===== config.mk =====
export PLATFORM = sky130hd
export DESIGN_NAME = sdram_refresh_mgr
export DESIGN_NICKNAME = d
export VERILOG_FILES = /design/src/rtl/sdram_rfm_pkg.sv /design/src/rtl/rfm_interval.sv /design/src/rtl/rfm_debt.sv /design/src/rtl/rfm_hold.sv /design/src/rtl/rfm_sr_ctrl.sv /design/src/rtl/sdram_refresh_mgr.sv
export SDC_FILE = /design/constraint.sdc
export NUM_CORES = 1
export LEC_CHECK = 0
export ABC_CLOCK_PERIOD_IN_PS = 9800
export BUFFER_PORTS_ARGS = -buffer_cell sky130_fd_sc_hd__buf_2
export CORE_ASPECT_RATIO = 0.7
export CORE_MARGIN = 10
export CORE_UTILIZATION = 45
export DETAILED_ROUTE_END_ITERATION = 6
export SETUP_SLACK_MARGIN = 0.2
export SYNTH_ARGS = -nofsm -noshare
export SYNTH_HDL_FRONTEND = slang
export SYNTH_SLANG_ARGS = --single-unit

===== constraint.sdc =====
create_clock -name clk -period 9.8 [get_ports clk]
set_input_delay 0.98 -clock clk [delete_from_list [all_inputs] [get_ports clk]]
set_output_delay 0.98 -clock clk [all_outputs]
set_load 0.05 [all_outputs]

===== src/rtl/sdram_rfm_pkg.sv =====
package sdram_rfm_pkg;
  typedef enum logic [1:0] {
    RFM_RUN   = 2'd0,
    RFM_SELF  = 2'd1,
    RFM_WAKE  = 2'd2,
    RFM_FLUSH = 2'd3
  } rfm_state_t;
endpackage


===== src/rtl/rfm_interval.sv =====
// Earns one refresh credit per REF_INTERVAL enabled cycles; restarts when disabled.
module rfm_interval #(
  parameter int REF_INTERVAL = 1560
) (
  input  logic clk,
  input  logic rst,
  input  logic en_i,
  output logic tick_o
);
  localparam int CW = (REF_INTERVAL > 1) ? $clog2(REF_INTERVAL) : 1;
  localparam logic [CW-1:0] LAST = CW'(REF_INTERVAL - 1);

  logic [CW-1:0] cnt_q;

  assign tick_o = en_i && (cnt_q == LAST);

  always_ff @(posedge clk) begin
    if (rst || !en_i) begin
      cnt_q <= '0;
    end else if (cnt_q == LAST) begin
      cnt_q <= '0;
    end else begin
      cnt_q <= cnt_q + 1'b1;
    end
  end
endmodule


===== src/rtl/rfm_debt.sv =====
// Outstanding refresh count: saturating credit in normal use, preloaded for a flush.
module rfm_debt #(
  parameter int MAX_DEFICIT = 8,
  parameter int FLUSH_ROWS  = 4096
) (
  input  logic clk,
  input  logic rst,
  input  logic clear_i,
  input  logic load_i,
  input  logic tick_i,
  input  logic take_i,
  output logic owed_o,
  output logic at_limit_o
);
  localparam int CAP = (FLUSH_ROWS > MAX_DEFICIT) ? FLUSH_ROWS : MAX_DEFICIT;
  localparam int PW  = $clog2(CAP + 1);
  localparam logic [PW-1:0] LIMIT = PW'(MAX_DEFICIT);
  localparam logic [PW-1:0] ROWS  = PW'(FLUSH_ROWS);

  logic [PW-1:0] owed_q;

  assign owed_o     = (owed_q != '0);
  assign at_limit_o = (owed_q >= LIMIT);

  always_ff @(posedge clk) begin
    if (rst || clear_i) begin
      owed_q <= '0;
    end else if (load_i) begin
      owed_q <= ROWS;
    end else begin
      unique case ({tick_i, take_i})
        2'b10:   if (owed_q < LIMIT) owed_q <= owed_q + 1'b1;
        2'b01:   if (owed_q != '0)   owed_q <= owed_q - 1'b1;
        default: owed_q <= owed_q;
      endcase
    end
  end
endmodule


===== src/rtl/rfm_hold.sv =====
// Blocks commands for T_RC cycles after each issued refresh.
module rfm_hold #(
  parameter int T_RC = 7
) (
  input  logic clk,
  input  logic rst,
  input  logic start_i,
  output logic busy_o
);
  localparam int HW = $clog2(T_RC + 1);

  logic [HW-1:0] cnt_q;

  assign busy_o = (cnt_q != '0);

  always_ff @(posedge clk) begin
    if (rst) begin
      cnt_q <= '0;
    end else if (start_i) begin
      cnt_q <= HW'(T_RC);
    end else if (cnt_q != '0) begin
      cnt_q <= cnt_q - 1'b1;
    end
  end
endmodule


===== src/rtl/rfm_sr_ctrl.sv =====
// Self-refresh sequence: entry, minimum low time, wake window, flush.
module rfm_sr_ctrl
  import sdram_rfm_pkg::*;
#(
  parameter int T_RAS = 5,
  parameter int T_RC  = 7
) (
  input  logic       clk,
  input  logic       rst,
  input  logic       sr_req_i,
  input  logic       banks_idle_i,
  input  logic       hold_busy_i,
  input  logic       take_i,
  input  logic       owed_i,
  output rfm_state_t state_o,
  output logic       cke_o,
  output logic       enter_o,
  output logic       wake_done_o
);
  localparam int WAKE_CYC = (T_RC > 2) ? T_RC : 2;
  localparam int TMAX     = (T_RAS > WAKE_CYC) ? T_RAS : WAKE_CYC;
  localparam int TW       = $clog2(TMAX + 1);

  rfm_state_t    state_q;
  logic [TW-1:0] tmr_q;
  logic          cke_q;

  assign state_o     = state_q;
  assign cke_o       = cke_q;
  assign enter_o     = (state_q == RFM_RUN) && sr_req_i && banks_idle_i &&
                       !hold_busy_i && !take_i;
  assign wake_done_o = (state_q == RFM_WAKE) && (tmr_q == '0);

  always_ff @(posedge clk) begin
    if (rst) begin
      state_q <= RFM_RUN;
      tmr_q   <= '0;
      cke_q   <= 1'b1;
    end else begin
      unique case (state_q)
        RFM_RUN: begin
          if (enter_o) begin
            state_q <= RFM_SELF;
            cke_q   <= 1'b0;
            tmr_q   <= TW'(T_RAS - 1);
          end
        end
        RFM_SELF: begin
          if (tmr_q != '0) begin
            tmr_q <= tmr_q - 1'b1;
          end else if (!sr_req_i) begin
            state_q <= RFM_WAKE;
            cke_q   <= 1'b1;
            tmr_q   <= TW'(WAKE_CYC - 1);
          end
        end
        RFM_WAKE: begin
          if (tmr_q != '0) begin
            tmr_q <= tmr_q - 1'b1;
          end else begin
            state_q <= RFM_FLUSH;
          end
        end
        RFM_FLUSH: begin
          if (!owed_i) state_q <= RFM_RUN;
        end
        default: state_q <= RFM_RUN;
      endcase
    end
  end
endmodule


===== src/rtl/sdram_refresh_mgr.sv =====
module sdram_refresh_mgr
  import sdram_rfm_pkg::*;
#(
  parameter int REF_INTERVAL = 1560,
  parameter int T_RC         = 7,
  parameter int T_RAS        = 5,
  parameter int MAX_DEFICIT  = 8,
  parameter int FLUSH_ROWS   = 4096
) (
  input  logic clk,
  input  logic rst,
  input  logic sr_req_i,
  input  logic banks_idle_i,
  input  logic ref_gnt_i,
  output logic ref_req_o,
  output logic ref_urgent_o,
  output logic cke_o,
  output logic cmd_hold_o,
  output logic sr_busy_o
);
  rfm_state_t state;
  logic tick, owed, at_limit, hold_busy, take, enter, wake_done;
  logic may_refresh;

  assign may_refresh  = (state == RFM_RUN) || (state == RFM_FLUSH);
  assign ref_req_o    = owed && !hold_busy && may_refresh;
  assign take         = ref_gnt_i && ref_req_o;
  assign ref_urgent_o = ref_req_o && (at_limit || (state == RFM_FLUSH));
  assign cmd_hold_o   = hold_busy || (state != RFM_RUN);
  assign sr_busy_o    = (state != RFM_RUN);

  rfm_interval #(.REF_INTERVAL(REF_INTERVAL)) u_interval (
    .clk    (clk),
    .rst    (rst),
    .en_i   (state == RFM_RUN),
    .tick_o (tick)
  );

  rfm_debt #(.MAX_DEFICIT(MAX_DEFICIT), .FLUSH_ROWS(FLUSH_ROWS)) u_debt (
    .clk        (clk),
    .rst        (rst),
    .clear_i    (enter),
    .load_i     (wake_done),
    .tick_i     (tick),
    .take_i     (take),
    .owed_o     (owed),
    .at_limit_o (at_limit)
  );

  rfm_hold #(.T_RC(T_RC)) u_hold (
    .clk     (clk),
    .rst     (rst),
    .start_i (take),
    .busy_o  (hold_busy)
  );

  rfm_sr_ctrl #(.T_RAS(T_RAS), .T_RC(T_RC)) u_sr (
    .clk          (clk),
    .rst          (rst),
    .sr_req_i     (sr_req_i),
    .banks_idle_i (banks_idle_i),
    .hold_busy_i  (hold_busy),
    .take_i       (take),
    .owed_i       (owed),
    .state_o      (state),
    .cke_o        (cke_o),
    .enter_o      (enter),
    .wake_done_o  (wake_done)
  );
endmodule


==> flow_summary.json <==
{
  "ant_nets": 0,
  "synth_area_leaders": "dfxtp_1 (31%), ha_1 (13%), nor2_1 (5.9%)",
  "cts.sinks": 33,
  "die_area_um2": 7980,
  "core_um2": 4480,
  "grt_setup_unrepaired": "false",
  "min_from": "u_interval.cnt_q[0]$_SDFF_PP0_",
  "crit_type": "reg -> reg",
  "clk_pin_slew_worst_paths_ns": 0.07,
  "htreeDepth": 2,
  "synth_edf_count": 0,
  "startpoint_type": "flop",
  "synth_top_area_share_pct": 30.8,
  "drt_iter0_drc": 74,
  "rows": 20,
  "top_layer": "met4",
  "ys_types": 50,
  "whs_path_depth": 1,
  "grt_pass1_wl_um": 7370,
  "cts_buffer_depth": 2,
  "portBuffers": 9,
  "critPathRequiredTime_ns": 9.99,
  "setup_viol": 0,
  "drt_wl_total_um": 4140,
  "die_w_um": 103,
  "crit_path_end_kind": "flop",
  "multi_input_area_um2": 1420,
  "vias_per_cell": 5.31,
  "hpwlAfterDp_um": 3150,
  "yosys_warnings": 0,
  "tightest_slew_ns": 0.866,
  "cp_max_fo": 16,
  "vias": 1694,
  "nets": 291,
  "ir_drop_mv": 0.149,
  "path_cells": "or4_4 > nor4_4 > nor3_2 > nand2_4 > inv_4 > ha_1 > fa_1 > a21oi_1 > nor2_1 > o21ai_0 > a21oi_1 > xnor2_1 > or3_1 > a311oi_1",
  "reg2reg_slack_ns": 5.89,
  "clk_latency_ns": 0.28,
  "synthArstFlopShare_pct": 0,
  "powerDensity_nw_per_um2": 196,
  "min_path_type": "reg -> reg",
  "finalCriticalPeriod_ns": 3.91,
  "wl_met1_um": 2290,
  "syn_area_um2": 2150,
  "tritoncts": "built",
  "ff_latch_area_um2": 661,
  "fin_crit_sh_pct": 39.9,
  "crit_arrival_ns": 4.10,
  "pin_count": 10,
  "drive_gt1_share_pct": 11.0,
  "cts_hold_buffers": 0,
  "reg2reg_from": "u_debt.owed_q[10]$_SDFFE_PP0P_",
  "final_cell_mix": "nor2_1 (34), dfxtp_1 (33), ha_1 (22)",
  "syn_to_final_growth_pct": 8.33,
  "critPathMostFrequentCell": "a21oi_1",
  "start_util_pct": 48.0,
  "cp_slowest_stage_delay_ns": 0.55,
  "setup_ws_ns": 5.89,
  "nFillCells": 428,
  "leakage_nw": 0.954,
  "ys.flop_type": "dfxtp_1",
  "min_to": "u_interval.cnt_q[0]$_SDFF_PP0_",
  "skew_ns": 0.00680,
  "hold_viol_final": 0,
  "rr_worst_depth": 14,
  "r2r_end": "u_debt.owed_q[12]$_SDFFE_PP0P_",
  "synth_top_area_cell": "dfxtp_1",
  "final_common_cell": "nor2_1",
  "slew_viol_final": 0,
  "status": "finished, final reports clean",
  "cp_slowest_cell": "or4_4",
  "grt_pass1_vias": 1596,
  "stdcell_count": 319,
  "drtPass1Iterations": 4,
  "dieHeight_um": 77.8,
  "cts_resized": 0,
  "dr_wl_met2_um": 1710,
  "antenna_found_initial": 0,
  "wl_per_cell_um": 13.0,
  "post_cts_buffers": 0,
  "max_freq_mhz": 256,
  "drc": 0,
  "wl_met3_um": 114,
  "synth_cells": 252,
  "syn-num-nets": 280,
  "dp.cells": 311,
  "ys_seq_area_share_pct": 30.8,
  "gp_congestion": 0.846,
  "cts_root_buf": "clkbuf_8",
  "synth-seq-cells": 33,
  "antennaDiodeCount": 0,
  "drv_cap": 0,
  "grt_max_degree": 17,
  "avgSynthCellArea_um2": 8.53,
  "setup_tns_ns": 0,
  "dpl_worst_slack_ns": 5.88,
  "track_usage_pct": 11.1,
  "cts_buffers": 5,
  "grt-ovfl-total": 0,
  "max_slew_margin_pct": 42.2
}
-- area by class of cell --
class | count | area share [%]
clock buffer | 5 | 2.96
clock inverter | 3 | 0.753
tap | 55 | 2.96
multi-input combinational | 201 | 60.8
timing repair buffer | 9 | 1.94
sequential | 33 | 28.4
inverter | 13 | 2.20
-- cells in the mapped netlist (all sizes together), types with 3 or more instances --
library cell and count:
dfxtp 33, a21o 3, ha 22, or3 4, mux2i 10, clkbuf 3
a21oi 20, xor2 7, nand3 4, nor3 13, or4 3, or2 3
nor2 35, xnor2 14, o21ai 14, a211oi 6, nand2 15, nand2b 3
inv 13
-- sequential cells by signal, indices dropped and copies added (netlist names) --
| name | count |
|---|---|
| u_sr.state_o | 2 |
| u_interval.cnt_q | 11 |
| u_sr.cke_o | 1 |
| u_hold.cnt_q | 3 |
| u_debt.owed_q | 13 |
| u_sr.tmr_q | 3 |
-- layer usage --
layer / vias to the layer above / track usage, %
met4: 0 / 2.11
li1: 918 / -
met2: 15 / 15.6
met1: 759 / 15.9
met3: 2 / 3.45
met5: - / 0
-- how the worst max path moves through the flow --
stage,startpoint,endpoint,slack [ns],cells past startpoint
5_1_grt,u_sr.state_o[0]$_SDFFE_PP0P_,u_debt.owed_q[11]$_SDFFE_PP0P_,5.56,14
6_report,u_debt.owed_q[10]$_SDFFE_PP0P_,u_debt.owed_q[12]$_SDFFE_PP0P_,5.89,14
3_3_place_gp,u_debt.owed_q[10]$_SDFFE_PP0P_,u_debt.owed_q[12]$_SDFFE_PP0P_,5.88,14
4_1_cts,u_debt.owed_q[10]$_SDFFE_PP0P_,u_debt.owed_q[12]$_SDFFE_PP0P_,5.86,14
2_1_floorplan,u_sr.state_o[0]$_SDFFE_PP0P_,u_debt.owed_q[11]$_SDFFE_PP0P_,5.82,14
3_5_place_dp,u_debt.owed_q[10]$_SDFFE_PP0P_,u_debt.owed_q[12]$_SDFFE_PP0P_,5.88,14
-- per-stage QoR --
stage	utilization (%)	power [W]	instance area [um^2]	hold WS [ns]
6_report	52.0	0.000457	2330	0.467
5_1_grt	52.0	0.000492	2330	0.485
4_1_cts	52.0	0.000461	2330	0.468
3_5_place_dp	50.0	0.000358	2240	0.450
3_3_place_gp	50.0	0.000359	2240	0.434
2_1_floorplan	-	0.000321	2150	0.418
-- power breakdown --
part | switching (W) | total, W | internal, W
logic | 0.000127 | 0.000194 | 0.0000671
clock network | 0.0000522 | 0.000101 | 0.0000490
registers | 0.0000111 | 0.000162 | 0.000151
total | 0.000190 | 0.000457 | 0.000267
-- kinds of logic (layout without fill, tap and decap cells) --
kind of cell	Yosys count	after routing	share of synthesized area (%)
AOI/OAI and AO/OA	57	57	16.9
xor gates and xnor gates	21	21	8.56
adders and majority gates	23	23	13.7
buffers and inverters	18	30	3.38
DFF	33	33	30.8
muxes	10	10	4.66
and+or+nand+nor	90	90	22.0
-- worst max-delay path: cells and delay by family, from the launching register on --
kind / cells / cell delay (ns)
AND/OR/NAND/NOR: 6 / 1.55
adder cells (fa/ha/maj): 2 / 0.93
AO/OA/AOI/OAI: 4 / 0.82
flip-flops: 1 / 0.33
XOR/XNOR: 1 / 0.15
buffers and inverters: 1 / 0.05
No activity file was read; power rests on OpenSTA's default activity.
